<file path="src/rtl/irq_trk_pkg.sv">
package irq_trk_pkg;

  typedef enum logic {
    TRIG_EDGE  = 1'b0,
    TRIG_LEVEL = 1'b1
  } trig_e;

  function automatic int pin_idx_width(input int npins);
    return (npins > 1) ? $clog2(npins) : 1;
  endfunction

endpackage

</file>
<file path="src/rtl/irq_sync2.sv">
module irq_sync2 #(
  parameter int WIDTH = 8
) (
  input  logic             clk,
  input  logic             rst_n,
  input  logic [WIDTH-1:0] d_async,
  output logic [WIDTH-1:0] q_sync
);

  logic [WIDTH-1:0] stage1_q;
  logic [WIDTH-1:0] stage2_q;

  always_ff @(posedge clk or negedge rst_n) begin
    if (!rst_n) begin
      stage1_q <= '0;
      stage2_q <= '0;
    end else begin
      stage1_q <= d_async;
      stage2_q <= stage1_q;
    end
  end

  assign q_sync = stage2_q;

  // the second stage follows the first by one cycle
  a_r1_sync_chain: assert property (@(posedge clk) disable iff (!rst_n)
    1'b1 |=> (stage2_q == $past(stage1_q)));

endmodule

</file>
<file path="src/rtl/irq_pin_cell.sv">
module irq_pin_cell
  import irq_trk_pkg::*;
#(
  parameter int VEC_W = 8
) (
  input  logic             clk,
  input  logic             rst_n,
  input  logic             lvl_sync,
  input  logic             cfg_pol,
  input  logic             cfg_trig,
  input  logic             cfg_mask,
  input  logic [VEC_W-1:0] cfg_vec,
  input  logic             grant,
  input  logic             eoi_valid,
  input  logic [VEC_W-1:0] eoi_vec,
  output logic             svc_q,
  output logic             insv_q
);

  trig_e mode;
  logic  eff_lvl;
  logic  pend_q;
  logic  pend_d;
  logic  is_level;
  logic  rise;
  logic  eoi_hit;
  logic  want_svc;
  logic  svc_d;
  logic  insv_d;
  logic  insv_en;

  assign mode     = trig_e'(cfg_trig);
  assign is_level = (mode == TRIG_LEVEL);

  always_comb begin
    eff_lvl  = lvl_sync ^ cfg_pol;
    rise     = eff_lvl & ~pend_q;
    eoi_hit  = eoi_valid & (eoi_vec == cfg_vec);
    want_svc = is_level ? (eff_lvl & ~insv_q & ~grant) : rise;
    svc_d    = ~cfg_mask & ((svc_q & ~grant) | want_svc);
    insv_en  = (grant & is_level) | eoi_hit;
    insv_d   = grant & is_level;
    pend_d   = eff_lvl;
  end

  always_ff @(posedge clk or negedge rst_n) begin
    if (!rst_n) begin
      pend_q <= 1'b0;
      svc_q  <= 1'b0;
      insv_q <= 1'b0;
    end else begin
      pend_q <= pend_d;
      svc_q  <= svc_d;
      if (insv_en) begin
        insv_q <= insv_d;
      end
    end
  end

  // a pin masked in one cycle holds no queued request in the next
  a_r5_mask_drops: assert property (@(posedge clk) disable iff (!rst_n)
    cfg_mask |=> !svc_q);

  // an accepted level delivery leaves the pin in service
  a_r7_level_sets_insv: assert property (@(posedge clk) disable iff (!rst_n)
    (grant && cfg_trig) |=> insv_q);

  // a matching notice without a same-cycle level grant clears the flag
  a_r8_eoi_clears: assert property (@(posedge clk) disable iff (!rst_n)
    (eoi_valid && (eoi_vec == cfg_vec) && !(grant && cfg_trig)) |=> !insv_q);

  // an edge-mode grant never raises the flag
  a_r7_edge_no_insv: assert property (@(posedge clk) disable iff (!rst_n)
    (!insv_q && !cfg_trig) |=> !insv_q);

endmodule

</file>
<file path="src/rtl/irq_low_pick.sv">
module irq_low_pick #(
  parameter int NPINS = 8,
  parameter int PIN_W = 3
) (
  input  logic             clk,
  input  logic             rst_n,
  input  logic [NPINS-1:0] req_vec,
  input  logic             ack,
  output logic             any_req,
  output logic [PIN_W-1:0] pick_idx,
  output logic [NPINS-1:0] gnt_vec
);

  always_comb begin
    pick_idx = '0;
    for (int i = NPINS - 1; i >= 0; i--) begin
      if (req_vec[i]) begin
        pick_idx = PIN_W'(i);
      end
    end
  end

  assign any_req = |req_vec;

  for (genvar g = 0; g < NPINS; g++) begin : g_gnt
    assign gnt_vec[g] = any_req & ack & (pick_idx == PIN_W'(g));
  end

  // at most one pin is granted at a time
  a_r6_one_grant: assert property (@(posedge clk) disable iff (!rst_n)
    $onehot0(gnt_vec));

  // no lower-numbered pin is waiting when a pick is made
  for (genvar g = 0; g < NPINS; g++) begin : g_chk
    a_r6_lowest_first: assert property (@(posedge clk) disable iff (!rst_n)
      (any_req && req_vec[g]) |-> (int'(pick_idx) <= g));
  end

endmodule

</file>
<file path="src/rtl/irq_pin_tracker.sv">
module irq_pin_tracker
  import irq_trk_pkg::*;
#(
  parameter  int NPINS = 8,
  parameter  int VEC_W = 8,
  localparam int PIN_W = pin_idx_width(NPINS)
) (
  input  logic                   clk,
  input  logic                   rst_n,
  input  logic [NPINS-1:0]       pin_raw,
  input  logic [NPINS-1:0]       cfg_pol,
  input  logic [NPINS-1:0]       cfg_trig,
  input  logic [NPINS-1:0]       cfg_mask,
  input  logic [NPINS*VEC_W-1:0] cfg_vec,
  input  logic                   eoi_valid,
  input  logic [VEC_W-1:0]       eoi_vec,
  input  logic                   dlv_ack,
  output logic                   dlv_req,
  output logic [PIN_W-1:0]       dlv_pin,
  output logic [VEC_W-1:0]       dlv_vec,
  output logic [NPINS-1:0]       in_service
);

  logic [NPINS-1:0] lvl_sync;
  logic [NPINS-1:0] svc_vec;
  logic [NPINS-1:0] live_req;
  logic [NPINS-1:0] gnt_vec;

  irq_sync2 #(.WIDTH(NPINS)) u_sync (
    .clk     (clk),
    .rst_n   (rst_n),
    .d_async (pin_raw),
    .q_sync  (lvl_sync)
  );

  for (genvar g = 0; g < NPINS; g++) begin : g_pin
    irq_pin_cell #(.VEC_W(VEC_W)) u_cell (
      .clk       (clk),
      .rst_n     (rst_n),
      .lvl_sync  (lvl_sync[g]),
      .cfg_pol   (cfg_pol[g]),
      .cfg_trig  (cfg_trig[g]),
      .cfg_mask  (cfg_mask[g]),
      .cfg_vec   (cfg_vec[g*VEC_W +: VEC_W]),
      .grant     (gnt_vec[g]),
      .eoi_valid (eoi_valid),
      .eoi_vec   (eoi_vec),
      .svc_q     (svc_vec[g]),
      .insv_q    (in_service[g])
    );
  end

  assign live_req = svc_vec & ~cfg_mask;

  irq_low_pick #(.NPINS(NPINS), .PIN_W(PIN_W)) u_pick (
    .clk      (clk),
    .rst_n    (rst_n),
    .req_vec  (live_req),
    .ack      (dlv_ack),
    .any_req  (dlv_req),
    .pick_idx (dlv_pin),
    .gnt_vec  (gnt_vec)
  );

  always_comb begin
    dlv_vec = '0;
    for (int i = 0; i < NPINS; i++) begin
      if (dlv_pin == PIN_W'(i)) begin
        dlv_vec = cfg_vec[i*VEC_W +: VEC_W];
      end
    end
  end

  // the named pin is never masked while a request is shown
  a_r5_no_masked_req: assert property (@(posedge clk) disable iff (!rst_n)
    dlv_req |-> !cfg_mask[dlv_pin]);

  // the request names a real pin
  a_r11_pin_in_range: assert property (@(posedge clk) disable iff (!rst_n)
    dlv_req |-> (int'(dlv_pin) < NPINS));

endmodule

</file>
<file path="config.mk">
export PLATFORM = sky130hd
export DESIGN_NAME = irq_pin_tracker
export DESIGN_NICKNAME = d
export VERILOG_FILES = /design/src/rtl/irq_trk_pkg.sv /design/src/rtl/irq_sync2.sv /design/src/rtl/irq_pin_cell.sv /design/src/rtl/irq_low_pick.sv /design/src/rtl/irq_pin_tracker.sv
export SDC_FILE = /design/constraint.sdc
export NUM_CORES = 1
export LEC_CHECK = 0
export CAP_MARGIN = 20
export CORE_AREA = 4 4 110 70
export CTS_CLUSTER_DIAMETER = 80
export DETAILED_ROUTE_END_ITERATION = 10
export DIE_AREA = 0 0 114 74
export PLACE_DENSITY = 0.85
export SLEW_MARGIN = 25
export SYNTH_ARGS = -nofsm -noshare
export SYNTH_HDL_FRONTEND = slang
export SYNTH_SLANG_ARGS = --single-unit
</file>
<file path="constraint.sdc">
create_clock -name clk -period 3.55 [get_ports clk]
set_input_delay 0.71 -clock clk [delete_from_list [all_inputs] [get_ports clk]]
set_output_delay 0.71 -clock clk [all_outputs]
set_load 0.05 [all_outputs]
</file>
# After elaboration in Yosys (flattened, before gate mapping)
# Cells that the tools add are included.
# word_totals
register_bits	40
out_inout_bits	20
inputBits	108
elab_cells	190
# classes
n_eq_ne	15
reduce_logical	2
mux	24
n_bitwise	123
# ops
operator	n
$and 1x1->1	65
$eq 8x8->1	8
$mux 8	8
$not 1->1	32
$mux 3	8
$or 1x1->1	16
$eq 3x3->1 const B	4
$and 8x8->8	1
$mux 1	8
$not 8->8	1
$reduce_or 8->1	1
$xor 1x1->1	8
$eq 3x2->1 const B	2
$eq 3x1->1 const B	1
$logic_not 3->1	1

# Depth between registers and ports, before layout
# depth
depth_word	19
depth_mapped	8
ltp_nobuf	6

# Modules after synthesis
# A second synthesis with hierarchy kept.
# hier_totals
hier_cells	250
hier_area_um2	2854.0
# by_module_without_submodules
module	cells_per_inst	seq_area_each_um2	instances	area_per_inst_um2
irq_pin_cell	21	75.1	8	206.4
irq_pin_tracker	37	0.0	1	600.6
irq_sync2	16	400.4	1	400.4
irq_low_pick	29	0.0	1	201.4

# Worst setup path after synthesis
# Ideal clock, no wire load.
# synth_timing
kind	input port to output port
startpoint	in cfg_mask[3]
endpoint	out dlv_vec[6]
t_required_ns	2.840
cell_stages	7
path_slack_ns	-0.143
n_path_buf	1
arrival_time_ns	2.983
path_cell_list	or2b_2 > a21oi_4 > a31o_1 > buf_6 > a22o_1 > a222oi_1 > o31ai_1
# synth_between
elab_chain_cells	15
word_cells_on_any_way	22
cone_classes	eq/ne (7); mux (12); bitwise (2); reduce/logical (1)
# synth_rtl
element	line_no	source
start: declaration	irq_pin_tracker.sv:13	input logic [NPINS-1:0] cfg_mask,
$not 8->8 *	irq_pin_tracker.sv:53	assign live_req = svc_vec & ~cfg_mask;
$and 8x8->8 *	irq_pin_tracker.sv:53	
$mux 3 * (4 in a row)	irq_low_pick.sv:17	if (req_vec[i]) begin
net dlv_pin[0]	irq_pin_tracker.sv:19	output logic [PIN_W-1:0] dlv_pin,
$logic_not 3->1	irq_pin_tracker.sv:68	if (dlv_pin == PIN_W'(i)) begin
$mux 8 (7 in a row)	irq_pin_tracker.sv:68	
$mux 8 *	irq_pin_tracker.sv:68	
end: declaration	irq_pin_tracker.sv:20	output logic [VEC_W-1:0] dlv_vec,
# The timed path passes the listed nets; every way through them passes the cells marked *.

# Worst setup path after layout
# layout_timing
startpoint	in cfg_mask[6]
endpoint	out dlv_vec[6]
# layout_between
elab_chain_cells	18
word_cells_on_any_way	25
cone_classes	eq/ne (7); mux (15); bitwise (2); reduce/logical (1)
# layout_rtl
element	line_no
$not 8->8 *	irq_pin_tracker.sv:53
$and 8x8->8 *	irq_pin_tracker.sv:53
$mux 3 * (7 in a row)	irq_low_pick.sv:17
$logic_not 3->1	irq_pin_tracker.sv:68
$mux 8 (7 in a row)	irq_pin_tracker.sv:68
$mux 8 *	irq_pin_tracker.sv:68
# Every way passes the cells marked *; elsewhere a longest branch is shown, timed or not.

==> flow_metrics.env <==
export IMPL_status="finished clean"
export IMPL_syn_area_per_cell_um2=9.126
export IMPL_hold_class="in2async"
export IMPL_cap_violations=0
export IMPL_synth_net_count=445
export IMPL_hold_viol=0
export IMPL_io_buffers=127
export IMPL_power_total_w=0.002349
export IMPL_synthCells=337
export IMPL_place_inst=559
export IMPL_pwr_share_comb_pct=56.7
export IMPL_area_delta_synth_final_pct=60.29
export IMPL_rsz0062_at_grt="true"
export IMPL_num_rows=23
export IMPL_async_reset_ff_share_pct=100.0
export IMPL_timing_final_crit_share_pct=98.37
export IMPL_power_internal_w=0.001374
export IMPL_multi_input_area_mm2=0.001947
export IMPL_grt_max_degree=41
export IMPL_synth_cell_type_count=52
export IMPL_io_pin_count=128
export IMPL_start_kind="input pin"
export IMPL_grt_pass1_wl_um=19030
export IMPL_ir_worst_vdd_mv=0.4325
export IMPL_clock_skew_ps=3.293
export IMPL_leakagePower_nw=2.101
export IMPL_setup_viol=0
export IMPL_crit_fanout=5
export IMPL_wl_per_cell_um=22.21
export IMPL_final_util_pct=74.48
export IMPL_path_class="in2out"
export IMPL_drt_iter0_markers=419
export IMPL_htreeDepth=2
export IMPL_ff_latch_area_mm2=0.001001
export IMPL_clockBufferDepth=2
export IMPL_timing_critical_path_from="cfg_mask[6]"
export IMPL_p_sw_share_pct=41.49
export IMPL_coreArea_mm2=0.006619
export IMPL_cp_arrival_ps=2780
export IMPL_root_buffer="clkbuf_16"
export IMPL_power_density_mw_per_mm2=476.5
export IMPL_start_util_pct=46.47
export IMPL_die_area_mm2=0.008436
export IMPL_p_switching_w=0.0009745
export IMPL_syn_cell_area_mm2=0.003075
export IMPL_die_x_um=114
export IMPL_cts_tree="yes"
export IMPL_yosysTopAreaCell="dfrtp_1"
export IMPL_dr_pass1_iters=7
export IMPL_layout_setup_ws_ps=57.78
export IMPL_instances_no_fill=576
export IMPL_antenna_found_initial=0
export IMPL_synth_seq_cells=40
export IMPL_cts_sinks=40
export IMPL_nets=596
export IMPL_drc_errors=0
export IMPL_synth_top_area_share_pct=32.55
export IMPL_grt_overflow=0
export IMPL_n_fill_cell=474
export IMPL_path_clk_slew_ps=60
export IMPL_r2r_start="g_pin[5].u_cell.svc_q$_DFF_PN0_"
export IMPL_tightestPinTransition_ps=586.2
export IMPL_power_frac_seq_pct=24.4
export IMPL_slew_violations=0
export IMPL_synth_ff_type="dfrtp_1"
export IMPL_hold_buffers=0
export IMPL_pwr_share_clk_pct=18.8
export IMPL_tns_ps=0
export IMPL_yosysWarnings=0
export IMPL_avgViaCountPerCell=5.906
export IMPL_die_h_um=74
export IMPL_gp_congestion=1.002
export IMPL_max_freq_mhz=286.4
export IMPL_end_kind="output pin"
export IMPL_drive_gt1_share_pct=21.27
export IMPL_clock_latency_ps=280
export IMPL_post_dp_hpwl_um=10240
export IMPL_drt_total_wl_um=12800
export IMPL_min_period_ps=3492
export IMPL_grt_usage_pct=29.90
export IMPL_numCtsBuffers=5
export IMPL_antenna_cells=0
export IMPL_grt_pass1_vias=3407
export IMPL_slew_headroom_pct=60.80
export IMPL_synth_area_leaders="dfrtp_1 33%, xor2_1 17%, xnor2_1 4.0%, nand2_1 2.6%, o21ai_0 2.4%"
export IMPL_route_antenna_remaining_nets=0
export IMPL_vias=3402
export IMPL_crit_required_ps=2840
export IMPL_synth_edff_count=0
export IMPL_pre_cts_ws_ps=-266.3
export IMPL_yosysSeqAreaShare_pct=32.55
[layout by cell type, fill, tap and decap left out, drive strengths merged, types with 10 or more instances in the layout]
master,n
dfrtp,40
xnor2,14
nand2,21
nor2,17
nand3,13
xor2,58
clkdlybuf4s50,107
inv,10
a21oi,12
o21ai,15
buf,55
[logic make-up after synthesis]
| kind of cell | Yosys count | synth area share (%) |
|---|---|---|
| AO/OA/AOI/OAI | 90 | 21.40 |
| buffers and inverters | 35 | 6.876 |
| AND/OR/NAND/NOR | 94 | 16.48 |
| XOR/XNOR | 72 | 20.50 |
| multiplexers | 6 | 2.197 |
| flip-flops | 40 | 32.55 |
[sequential cells by signal, indices dropped and copies added, names as in the netlist]
| name | cells |
|---|---|
| g_pin.u_cell.insv_q | 8 |
| g_pin.u_cell.pend_q | 8 |
| u_sync.stage1_q | 8 |
| g_pin.u_cell.svc_q | 8 |
| u_sync.q_sync | 8 |
[final cells by class]
| cell class | instances | share of cell area [%] |
|---|---|---|
| tap | 87 | 2.208 |
| timing repair buffer | 169 | 34.31 |
| inverter | 10 | 0.7614 |
| clock buffer | 5 | 2.538 |
| multi-input combinational | 262 | 39.49 |
| clock inverter | 3 | 0.3807 |
| sequential | 40 | 20.30 |
[power groups by stage]
stage | logic, W | clock network (W) | registers (W)
final | 0.00133 | 0.000442 | 0.000574
after CTS | 0.00130 | 0.000448 | 0.000573
after global routing | 0.00139 | 0.000472 | 0.000581
after floorplan | 0.000758 | 0 | 0.000562
after global placement | 0.00126 | 0 | 0.000578
after detailed placement | 0.00127 | 0 | 0.000580
[metrics by stage]
stage / area, um2 / hold slack, ps
after floorplan: 3099 / 331.2
after global placement: 4643 / 331.8
after detailed placement: 4643 / 336.3
after CTS: 4861 / 349.3
after global routing: 4930 / 325.8
final: 4930 / 314.1
[critical path, cell delays in order]
cell and delay [ps]:
dlygate4sd2_1 240, nand2b_4 150, a311o_1 390, a31o_4 270, a22o_1 180, a222oi_1 510, o31ai_2 150, buf_12 170
[synthesized netlist by cell type (3+ instances only)]
cell,instances
xnor2_1,14
xor2_1,58
o31ai_1,5
nor3_1,6
a21o_1,6
a21oi_1,11
nor4_1,9
mux2_2,4
o22ai_1,5
o21ai_0,15
nand3_1,13
o41ai_1,4
a22o_1,4
a31oi_1,7
clkbuf_1,11
or3_1,3
buf_6,4
dfrtp_1,40
nand4_1,4
a22o_2,3
nand2b_1,4
buf_4,8
nor2_1,15
a222oi_1,4
nor2b_1,3
nand2_1,21
and2b_2,4
a22oi_1,8
inv_1,10
[repair_timing]
| item | CTS | global route |
|---|---|---|
| buffers inserted | 6 | 2 |
| pin swaps | 5 | 8 |
| endpoints found under the setup margin | 8 | 6 |
| gates resized for setup | 18 | 9 |
[routing by layer]
layer | part of all wire (%) | GRT usage [%] | up-vias
met5 | 0 | 0 | -
li1 | - | - | 1517
met1 | 43 | 41.90 | 1619
met4 | 1.2 | 3.030 | 0
met3 | 14 | 12.36 | 26
met2 | 42 | 45.20 | 240
[path summary, 6_finish.rpt]
kind	to	slack (ps)	cells past startpoint
min reg2reg	u_sync.q_sync[0]$_DFF_PN0_	350	0
min in group clk	u_sync.q_sync[0]$_DFF_PN0_	350	0
max in group asynchronous	g_pin[7].u_cell.svc_q$_DFF_PN0_	2780	2
max reg2reg	g_pin[6].u_cell.svc_q$_DFF_PN0_	1560	10
min	u_sync.q_sync[2]$_DFF_PN0_	310	1
max	dlv_vec[6]	60	8
No activity file was read; power rests on OpenSTA's default activity.
